==> src/rtl/divr_pkg.sv <==
package divr_pkg;

   typedef enum logic [0:0] {
      DIVR_IDLE = 1'b0,
      DIVR_RUN  = 1'b1
   } divr_state_e;

   // Restore-step implementation choices
   localparam int unsigned DIVR_RESTORE_SELECT  = 0;
   localparam int unsigned DIVR_RESTORE_ADDBACK = 1;

endpackage

==> src/rtl/divr_sequencer.sv <==
module divr_sequencer
   import divr_pkg::*;
#(
   parameter int unsigned WIDTH = 8
) (
   input  logic clk,
   input  logic rst_n,
   input  logic start,
   output logic load,
   output logic step,
   output logic busy,
   output logic done
);

   localparam int unsigned CNT_W = (WIDTH > 2) ? $clog2(WIDTH) : 1;
   localparam logic [CNT_W-1:0] LAST_CNT = CNT_W'(WIDTH - 1);

   divr_state_e      state_q;
   logic [CNT_W-1:0] iter_q;
   logic             done_q;
   logic             last_iter;

   assign busy      = (state_q == DIVR_RUN);
   assign load      = start && !busy;
   assign step      = busy;
   assign last_iter = (iter_q == LAST_CNT);
   assign done      = done_q;

   always_ff @(posedge clk or negedge rst_n) begin
      if (!rst_n) begin
         state_q <= DIVR_IDLE;
         iter_q  <= '0;
         done_q  <= 1'b0;
      end else begin
         done_q <= 1'b0;
         unique case (state_q)
            DIVR_IDLE: begin
               if (load) begin
                  state_q <= DIVR_RUN;
                  iter_q  <= '0;
               end
            end
            DIVR_RUN: begin
               if (last_iter) begin
                  state_q <= DIVR_IDLE;
                  done_q  <= 1'b1;
               end else begin
                  iter_q <= iter_q + 1'b1;
               end
            end
            default: state_q <= DIVR_IDLE;
         endcase
      end
   end

endmodule

==> src/rtl/divr_stage.sv <==
module divr_stage
   import divr_pkg::*;
#(
   parameter int unsigned WIDTH   = 8,
   parameter int unsigned RESTORE = DIVR_RESTORE_SELECT
) (
   input  logic [WIDTH:0]   part_in,
   input  logic             shift_bit,
   input  logic [WIDTH-1:0] dvsr,
   output logic [WIDTH:0]   part_out,
   output logic             qbit
);

   logic [WIDTH:0] shifted;
   logic [WIDTH:0] dvsr_ext;
   logic [WIDTH:0] trial;
   logic           negative;

   assign shifted  = {part_in[WIDTH-1:0], shift_bit};
   assign dvsr_ext = {1'b0, dvsr};
   assign trial    = shifted - dvsr_ext;
   // A set top bit before the shift means the shifted value exceeds any divisor
   assign negative = trial[WIDTH] && !part_in[WIDTH];
   assign qbit     = !negative;

   generate
      if (RESTORE == DIVR_RESTORE_ADDBACK) begin : g_addback
         logic [WIDTH:0] restored;
         assign restored = trial + dvsr_ext;
         assign part_out = negative ? restored : trial;
      end else begin : g_select
         assign part_out = negative ? shifted : trial;
      end
   endgenerate

endmodule

==> src/rtl/divr_datapath.sv <==
module divr_datapath
   import divr_pkg::*;
#(
   parameter int unsigned WIDTH   = 8,
   parameter int unsigned RESTORE = DIVR_RESTORE_SELECT
) (
   input  logic             clk,
   input  logic             rst_n,
   input  logic             load,
   input  logic             step,
   input  logic [WIDTH-1:0] dividend,
   input  logic [WIDTH-1:0] divisor,
   output logic [WIDTH-1:0] quo,
   output logic [WIDTH-1:0] rem,
   output logic             zero_dvsr
);

   logic [WIDTH:0]   part_q;
   logic [WIDTH-1:0] shreg_q;
   logic [WIDTH-1:0] dvsr_q;
   logic             zero_q;
   logic [WIDTH:0]   part_nxt;
   logic             qbit;

   divr_stage #(
      .WIDTH   (WIDTH),
      .RESTORE (RESTORE)
   ) u_stage (
      .part_in   (part_q),
      .shift_bit (shreg_q[WIDTH-1]),
      .dvsr      (dvsr_q),
      .part_out  (part_nxt),
      .qbit      (qbit)
   );

   always_ff @(posedge clk or negedge rst_n) begin
      if (!rst_n) begin
         part_q  <= '0;
         shreg_q <= '0;
         dvsr_q  <= '0;
         zero_q  <= 1'b0;
      end else if (load) begin
         part_q  <= '0;
         shreg_q <= dividend;
         dvsr_q  <= divisor;
         zero_q  <= (divisor == '0);
      end else if (step) begin
         part_q  <= part_nxt;
         shreg_q <= {shreg_q[WIDTH-2:0], qbit};
      end
   end

   assign quo       = shreg_q;
   assign rem       = part_q[WIDTH-1:0];
   assign zero_dvsr = zero_q;

endmodule

==> src/rtl/seq_restoring_divider.sv <==
module seq_restoring_divider
   import divr_pkg::*;
#(
   parameter int unsigned WIDTH   = 8,
   parameter int unsigned RESTORE = DIVR_RESTORE_SELECT
) (
   input  logic             clk,
   input  logic             rst_n,
   input  logic             start,
   input  logic [WIDTH-1:0] dividend,
   input  logic [WIDTH-1:0] divisor,
   output logic             busy,
   output logic             done,
   output logic [WIDTH-1:0] quotient,
   output logic [WIDTH-1:0] remainder,
   output logic             div_by_zero
);

   initial begin
      assert (WIDTH >= 2) else $error("seq_restoring_divider: WIDTH must be at least 2");
      assert (RESTORE == DIVR_RESTORE_SELECT || RESTORE == DIVR_RESTORE_ADDBACK)
         else $error("seq_restoring_divider: unknown RESTORE variant");
   end

   logic load;
   logic step;

   divr_sequencer #(
      .WIDTH (WIDTH)
   ) u_seq (
      .clk   (clk),
      .rst_n (rst_n),
      .start (start),
      .load  (load),
      .step  (step),
      .busy  (busy),
      .done  (done)
   );

   divr_datapath #(
      .WIDTH   (WIDTH),
      .RESTORE (RESTORE)
   ) u_dp (
      .clk       (clk),
      .rst_n     (rst_n),
      .load      (load),
      .step      (step),
      .dividend  (dividend),
      .divisor   (divisor),
      .quo       (quotient),
      .rem       (remainder),
      .zero_dvsr (div_by_zero)
   );

endmodule

==> config.mk <==
export PLATFORM = sky130hd
export DESIGN_NAME = seq_restoring_divider
export DESIGN_NICKNAME = d
export VERILOG_FILES = /design/src/rtl/divr_pkg.sv /design/src/rtl/divr_sequencer.sv /design/src/rtl/divr_stage.sv /design/src/rtl/divr_datapath.sv /design/src/rtl/seq_restoring_divider.sv
export SDC_FILE = /design/constraint.sdc
export NUM_CORES = 1
export LEC_CHECK = 0
export ABC_AREA = 1
export BUFFER_PORTS_ARGS = -buffer_cell sky130_fd_sc_hd__buf_2
export CAP_MARGIN = 40
export CELL_PAD_IN_SITES_DETAIL_PLACEMENT = 0
export CELL_PAD_IN_SITES_GLOBAL_PLACEMENT = 1
export CORE_MARGIN = 1
export CORE_UTILIZATION = 35
export CTS_BUF_LIST = sky130_fd_sc_hd__clkbuf_2 sky130_fd_sc_hd__clkbuf_4 sky130_fd_sc_hd__clkbuf_8
export DETAILED_ROUTE_END_ITERATION = 8
export PLACE_DENSITY = 0.68
export SLEW_MARGIN = 20
export SYNTH_ARGS = -nofsm -noshare
export SYNTH_HDL_FRONTEND = slang
export SYNTH_SLANG_ARGS = --single-unit
==> constraint.sdc <==
create_clock -name clk -period 4 [get_ports clk]
set_clock_uncertainty 0.15 [all_clocks]
set_input_delay 0.8 -clock clk [delete_from_list [all_inputs] [get_ports clk]]
set_output_delay 0.8 -clock clk [all_outputs]
set_load 0.05 [all_outputs]
Word level (Yosys, flattened, before mapping)
Index checks and enable logic that the tools add are counted.
{ "word_totals": {"reg_bits": 31, "inputBits": 19} }
{ "classes": {"n_reduce_logical": 8, "muxes": 13, "bitwise": 1, "eq_ne": 3, "addsub": 2} }
{ "ops": {"columns": ["op", "n"], "rows": [
  ["9-bit 2-to-1 mux", 3],
  ["8-bit 2-to-1 mux", 2],
  ["9-bit by 8-bit subtractor with 9-bit output", 1],
  ["8-bit logical NOT", 1],
  ["3-bit 2-to-1 mux", 2],
  ["3-bit case mux with 2 select lines", 1],
  ["1-bit 2-to-1 mux", 4],
  ["2-bit != test, second input constant", 2],
  ["3-bit by 1-bit adder with 3-bit output, second input constant", 1],
  ["3-bit == test, second input constant", 1],
  ["1-bit logical NOT", 3],
  ["1-bit logical AND", 2],
  ["1-bit case mux with 2 select lines", 1],
  ["2-bit AND reduction", 1],
  ["2-bit nonzero test", 1],
  ["1-bit inverter", 1]
]} }

Logic depth before layout (Yosys ltp)
Gate-level depths: netlist (run 1).
{ "depth": {"depth_word": 5, "mapped_depth": 13} }

Modules after synthesis
A second synthesis (run 1) with hierarchy kept.
{ "hier_totals": {"hier_cells": 270, "hier_area_um2": 1970.6} }
{ "modules_own_cells": {"columns": ["mod", "seq_area_each_um2", "cells_each", "n_inst", "area_each_um2"], "rows": [
  ["divr_datapath", 650.6, 135, 1, 1149.9],
  ["divr_stage", 0.0, 108, 1, 583.1],
  ["divr_sequencer", 125.1, 27, 1, 237.7]
]} }

Worst setup path before layout (run 1)
Ideal clock, no wire load.
{ "synth_path": {"path_kind": "flip-flop to flip-flop", "startpoint": "register u_dp.shreg_q[7] (netlist: u_dp.quo[7])", "endpoint": "register u_dp.part_q[1]", "setup_slack_ns": 2.050, "period_less_slack_ns": 1.950, "path_stages_with_launch": 13, "n_path_buf": 0, "arrival_time_ns": 1.683, "path_cell_list": "dfrtp_1 -> inv_1 -> ha_1 -> inv_1 -> fa_1 -> nand2_1 -> nand2_1 -> nand3_2 -> nand3_1 -> nand2_4 -> nand3_1 -> nand3_1 -> nand2_1"} }
{ "synth_via": {"elab_chain_len": 5} }
{ "synth_lines": {"columns": ["element", "line", "text"], "rows": [
  ["start, declared", "divr_datapath.sv:19", "logic [WIDTH-1:0] shreg_q;"],
  ["start signal, assigned", "divr_datapath.sv:44", "shreg_q <= dividend;"],
  ["start signal, assigned", "divr_datapath.sv:49", "shreg_q <= {shreg_q[WIDTH-2:0], qbit};"],
  ["9-bit by 8-bit subtractor with 9-bit output (*)", "divr_stage.sv:21", "assign trial = shifted - dvsr_ext;"],
  ["1-bit logical AND", "divr_stage.sv:23", "assign negative = trial[WIDTH] && !part_in[WIDTH];"],
  ["9-bit 2-to-1 mux (*)", "divr_stage.sv:32", "assign part_out = negative ? shifted : trial;"],
  ["9-bit 2-to-1 mux (*)", "divr_datapath.sv:47", "end else if (step) begin"],
  ["9-bit 2-to-1 mux (*)", "divr_datapath.sv:42", "end else if (load) begin"],
  ["end signal, assigned", "divr_datapath.sv:48", "part_q <= part_nxt;"],
  ["end, declared", "divr_datapath.sv:18", "logic [WIDTH:0] part_q;"]
]} }
Every way passes the cells marked *; elsewhere a longest branch is shown, timed or not. The select of a mux whose other input is x is not followed.
A chain may end at the register's enable or synchronous reset.

Worst setup path after layout (run 1)
{ "layout_path": {"startpoint": "register u_seq.state_q (netlist: u_seq.busy)", "endpoint": "output port busy"} }
{ "layout_rtl": {"columns": ["element", "line", "text"], "rows": [
  ["start, declared", "divr_sequencer.sv:18", "divr_state_e state_q;"],
  ["start signal, assigned", "divr_sequencer.sv:31", "state_q <= DIVR_IDLE;"],
  ["start signal, assigned", "divr_sequencer.sv:39", "state_q <= DIVR_RUN;"],
  ["start signal, assigned", "divr_sequencer.sv:45", "state_q <= DIVR_IDLE;"],
  ["end, declared", "seq_restoring_divider.sv:12", "output logic busy,"]
]} }
No word-level cell between the ends.

==> metrics.txt, run 1 <==
status=finished clean; Req. time, crit path=approximately 3.1 ns; core region area=5107 um2; Multi-input gate area=around 850 um2; Final Worst Setup Slack=1.689 ns; synth top area cells=dfrtp_1, nand2_1, ha_1; FF+latch area=775.7 um2; DRC Markers=0; cells along the critical path=buf_2; critical path endpoint category=output port; Slew Limit Fails=0; setup TNS=0 ns; RSZ-0062 raised after global routing=false; warnings from Yosys=0; post-CTS resize count=0; CTS buffer count=5; Die Y=between 70 and 80 um; IO Port Bufs=37; DP Worst Slack=1.699 ns; first-pass GRT wire length=roughly 6900 um; R2R cell count=12; pin count of the biggest net entering global routing=32; Post-synth top flop=dfrtp_1; CTS max path bufs=2; worst slew pin tran=roughly 0.8 ns; fmax=roughly 430 MHz; final wirelength=slightly above 4000 um; vias=1,534; Synth Instances=between 200 and 250; Sink Count=31; Fillers=around 550; crit path to=busy; type of the worst min-delay path=reg2reg; classification of the worst setup path=reg2out; most frequent cells after synthesis=nand2_1, inv_1, dfrtp_1; Post-synth EDFFs=0; count leader, synth=nand2_1; flops & latches, synth=31; initial antenna violation count=0; Worst-path clk slew=~0.060 ns; WHS Path Cells=1; Final Cell Area=2138 um2; clk_lat worst skew=0.28 ns; post-synthesis compound-gate area fraction=7.718%; area grow syn2layout=15.71%; Critical R2R Launch=u_dp.quo[7]; Via density=4.579; vias in the first global route=approximately 1,500; post-synthesis area per instance=7.898 um2; Placed Area=about 2000 um2; fraction of synthesized area in multiplexers=0%; Post-Synth Simple-Gate Area=between 20 and 30%; GRT overflow=0; Die X=~75 um; TritonCTS clock tree=yes; synthesized area=1848 um2; part of the cycle the worst path needs=around 58%; Max Cap Violations=0; Synth Area in Adders=under 10%; Critical-path top delay cell=dfrtp_1; total track usage=between 15 and 20%; CP max FO=16; ys async rst share=between 90% and 100%; Avg WL per Cell=12.13 um; Tmin final=between 2 and 2.5 ns; Die Footprint=approximately 5600 um2; Finish-stage setup viols=0; DR iter-0 viols=between 50 and 60; syn nets=264; crit path launch=u_seq.busy; Detail Route Antenna Nets=0; register area share after synthesis=41.98%; # IOs=38; Worst slew margin=between 40% and 50%; n_diodes=0; Worst R2R Setup Slack=1.76 ns; GP Congestion=roughly 0.71; Worst Path Arrival=approximately 1.4 ns; hold_buf cts=0; postcts setup bufs=0; H-Tree Depth=2; Final Hold Viols=0; largest family of logic cells by synthesized area=simple AND/OR/NAND/NOR gates; CTS root buffer=clkbuf_8; Crit path depth=1; 1st-pass router iterations=4; Synth top area share=41.98%; Buf/Inv on CP=1; crit path launch type=flip-flop; share of cells above drive strength 1=between 20% and 30%; Synth area leader=dfrtp_1; Final #Nets=between 200 and 300; xor/xnor cell area share of the yosys netlist=about 1.4%; Crit Reg-Reg Endpoint=u_dp.part_q[1]; CP top delay family=flip-flops; unique cell type count in the Yosys netlist=30; slowest stage delay, CP=between 0.7 and 0.8 ns; dpl hpwl=~3100 um; Starting Density=~36%; Rows=26
## state kept, by name (all words and copies together), names as in the netlist
name	flops
u_seq.done	1
u_dp.part_q	9
u_seq.iter_q	3
u_dp.zero_dvsr	1
u_seq.busy	1
u_dp.quo	8
u_dp.dvsr_q	8
## worst min path at each step
stage          slack (ns)         endpoint             from
6_report             0.33  u_seq.iter_q[0]  u_seq.iter_q[0]
5_1_grt              0.36  u_seq.iter_q[0]  u_seq.iter_q[0]
4_1_cts              0.34  u_seq.iter_q[0]  u_seq.iter_q[0]
3_5_place_dp         0.32   u_dp.zero_dvsr   u_dp.zero_dvsr
3_3_place_gp         0.32   u_dp.zero_dvsr   u_dp.zero_dvsr
2_1_floorplan        0.30  u_seq.iter_q[0]  u_seq.iter_q[0]
## per-layer routing
layer	up-vias	GRT usage, %	wire length [um]
met1	700	22.89	1930
met3	4	3.882	185
met2	29	26.63	1896
met4	0	5.031	50
li1	801	-	-
met5	-	0	0
## through the flow
| stage | utilization (%) | cells | hold slack (ns) |
|---|---|---|---|
| after floorplan | - | 234 | 0.2997 |
| after global placement | 39.78 | 328 | 0.3183 |
| after detailed placement | 39.78 | 328 | 0.3225 |
| after CTS | 41.87 | 335 | 0.3368 |
| after global routing | 41.87 | 335 | 0.3571 |
| final | 41.87 | 335 | 0.3312 |
## logic make-up (layout without fill, tap and decap cells)
group / count (synthesis) / count (layout)
and+or+nand+nor: 120 / 120
buffers and inverters: 48 / 79
DFF: 31 / 31
AOI/OAI and AO/OA: 21 / 21
adders and majority gates: 11 / 11
xor gates and xnor gates: 3 / 3
## final cells by class
type / count / area share [%]
Clock inverter: 1 / 1.404
Timing Repair Buffer: 37 / 8.660
Tap cell: 70 / 4.096
Multi-Input combinational cell: 155 / 39.85
Inverter: 35 / 6.144
Sequential cell: 31 / 36.28
Clock buffer: 6 / 3.569
## cells in the final DEF, fill, tap and decap left out, types with 2 or more instances in the layout
cell type / instances
xnor2_1: 2
o211ai_1: 2
nand2_1: 75
ha_1: 10
nand3b_1: 3
clkbuf_8: 5
inv_1: 33
a22o_1: 2
buf_2: 37
nor2_1: 8
nor4_1: 2
nand2_2: 3
o21ai_0: 8
o221ai_1: 5
nand3_1: 23
a21oi_1: 2
dfrtp_1: 31
Power of run 1 is left out: the tool's default activity adds up to more than one toggle a clock period on the data nets, which glitch-free logic cannot reach.
==> run 2, diff against run 1 <==
Settings changed: ABC_AREA 1 to 0, PLACE_DENSITY 0.68 to 0.69.
Clock period 4 ns to 2.1 ns, I/O delays scaled along.
==> metrics.txt, run 2 <==
status=finished with violations; failing checks=setup timing; # IOs=38 (unchanged); Post-Synth Simple-Gate Area=17.11% (-12 points); Avg WL per Cell=13.95 um (+15%); Worst-path clk slew=0.07 ns (about the same); vias in the first global route=1,558 (+4.8%); Sink Count=31 (unchanged); post-synthesis compound-gate area fraction=18.82% (+11 points); GRT overflow=0 (unchanged); count leader, synth=dfrtp_1; vias=1,672 (+9.0%); type of the worst min-delay path=in2async; CP max FO=6 (-10); final wirelength=4700 um (+16%); Synth Instances=207 (-12%); Rows=26 (unchanged); Placed Area=2318 um2 (+14%); Max Cap Violations=0 (unchanged); GP Congestion=0.8398 (+19%); final core occ=48.69% (+6.8 points); xor/xnor cell area share of the yosys netlist=1.836% (+0.41 points); Final Worst Setup Slack=-0.2396 ns (-1.928 ns); Via density=4.961 (+8.3%); classification of the worst setup path=reg2reg; Starting Density=36.89% (+0.71 points); setup TNS=-1.758 ns (-1.758 ns); CTS root buffer=clkbuf_8; most frequent cells after synthesis=dfrtp_1, nand2_1, o21ai_0; TritonCTS clock tree=yes; total track usage=18.17% (+1.4 points); dpl hpwl=3551 um (+13%); Die Footprint=5751 um2 (+3.2%); first-pass GRT wire length=7548 um (+8.6%); core region area=5172 um2 (+1.3%); ys async rst share=100.0% (unchanged); fraction of synthesized area in multiplexers=5.311% (+5.3 points); share of cells above drive strength 1=37.08% (+17 points); slowest stage delay, CP=0.37 ns (-0.34 ns); crit path launch type=flip-flop; Worst Path Arrival=2.37 ns (+1.01 ns); Post-synth top flop=dfrtp_1; critical path endpoint category=flip-flop; part of the cycle the worst path needs=111.4%; Post-synth EDFFs=0 (unchanged); Die Y=75.84 um (+1.6%); 1st-pass router iterations=4 (unchanged); RSZ-0062 raised after global routing=true; DRC Markers=0 (unchanged); n_diodes=0 (unchanged); fmax=about 430 MHz; clk_lat worst skew=0.29 ns (about the same); cells along the critical path=inv_1 -> ha_2 -> inv_2 -> fa_2 -> a211oi_4 -> or3_4 -> and3_4 -> nor4_2 -> a221o_1; flops & latches, synth=31 (unchanged); H-Tree Depth=2 (unchanged); Finish-stage setup viols=9 (+9); unique cell type count in the Yosys netlist=44 (+47%); syn nets=237 (-10%); Final Hold Viols=0 (unchanged); IO Port Bufs=37 (unchanged); Critical-path top delay cell=dfrtp_1; Worst R2R Setup Slack=-0.24 ns (-2.00 ns); Die X=75.84 um (+1.6%); most frequent cells in the layout=buf_2, buf_4, dfrtp_1, nand2_1, o21ai_0; CTS buffer count=5 (unchanged); area grow syn2layout=32.00%; Synth area leader=dfrtp_1; Synth top area share=40.66% (-1.3 points); register area share after synthesis=40.66% (-1.3 points); Req. time, crit path=2.13 ns (-0.92 ns); initial antenna violation count=0 (unchanged); Synth Area in Adders=7.607% (-0.25 points); max reg flops=9 (unchanged); worst slew pin tran=0.7280 ns (-0.08597 ns); DR iter-0 viols=98 (+75%); synthesized area=1908 um2 (+3.2%); Biggest register=u_dp.part_q; Final Cell Area=2519 um2 (+18%); CTS max path bufs=2 (unchanged); Final #Nets=296 (+0.34%); largest family of logic cells by synthesized area=compound AO/OA/AOI/OAI gates; warnings from Yosys=0 (unchanged); Critical R2R Launch=u_dp.quo[7]; Detail Route Antenna Nets=0 (unchanged); post-synthesis area per instance=9.218 um2 (+17%); Slew Limit Fails=0 (unchanged); Worst slew margin=51.47% (+5.9 points); most common cell after layout, fill and taps aside=buf_2; Tmin final=roughly 2.3 ns; pin count of the biggest net entering global routing=32 (unchanged); crit path launch=u_dp.quo[7]; synth top area cells=dfrtp_1, ha_1, o21ai_0
[run 2: changes by cell type in the layout (fill, tap and decap cells not counted), sizes merged, moves of 4 or more]
cell	previous run	this run
inv	34	14
nand3	25	4
o221ai	5	1
nor3	0	4
o21ai	8	24
a21oi	3	10
nand2	79	26
buf	37	71
mux2i	0	9
[run 2: area by class of cell]
class	count	area [um2]
clock buffer	6	76.32
sequential	31	775.7
timing repair buffer	71	451.7
tap	70	87.58
multi-input combinational	143	1015
inverter	14	52.55
clock inverter	2	60.06
fill	515	2654
[run 2: final timing paths]
path / to / cells past startpoint
max in group asynchronous: u_dp.quo[2] / 1
min in group clk: u_dp.dvsr_q[7] / 3
worst min register to register: u_dp.quo[1] / 2
worst max register to register: u_dp.part_q[6] / 9
worst min-delay path: u_dp.part_q[6] / 1
worst max-delay path: u_dp.part_q[6] / 9
[run 2: per-layer routing]
layer | routed length (um) | GRT usage (%) | up-vias
met5 | 0 | 0 | -
met4 | 97 | 6.584 | 0
met3 | 145 | 3.571 | 8
met2 | 2294 | 29.40 | 29
met1 | 2162 | 24.11 | 795
li1 | - | - | 840
[run 2: critical path, delay by kind of cell (launching register included)]
kind                     cells  cell delay (ns)
AND/OR/NAND/NOR              3             0.48
buffers and inverters        2             0.10
AO/OA/AOI/OAI                2             0.60
adder cells (fa/ha/maj)      2             0.54
flip-flops                   1             0.37
[run 2: timing repair]
item                       in CTS  in global routing
hold buffers                    0                  0
setup endpoints to repair       9                 10
resized for setup              12                  3
gates cloned                    0                  0
buffers inserted                1                  0
pin swaps                       4                  1
[run 2: stage by stage]
stage | instances | hold slack (ns) | worst slack (ns)
finish | 337 | 0.04245 | -0.2396
global route | 337 | 0.09640 | -0.2967
CTS | 337 | 0.06535 | -0.2286
detailed placement | 328 | 0.3428 | -0.2559
global placement | 328 | 0.3438 | -0.1939
floorplan | 207 | -0.02559 | -0.2175
[run 2: cells by family (layout without fill, tap and decap cells)]
logic type / after synthesis / after routing
and+or+nand+nor: 63 / 63
AOI/OAI and AO/OA: 55 / 55
buffers and inverters: 33 / 93
DFF: 31 / 31
adders and majority gates: 11 / 11
muxes: 10 / 10
xor gates and xnor gates: 4 / 4
Power of run 2 is left out for the same reason.
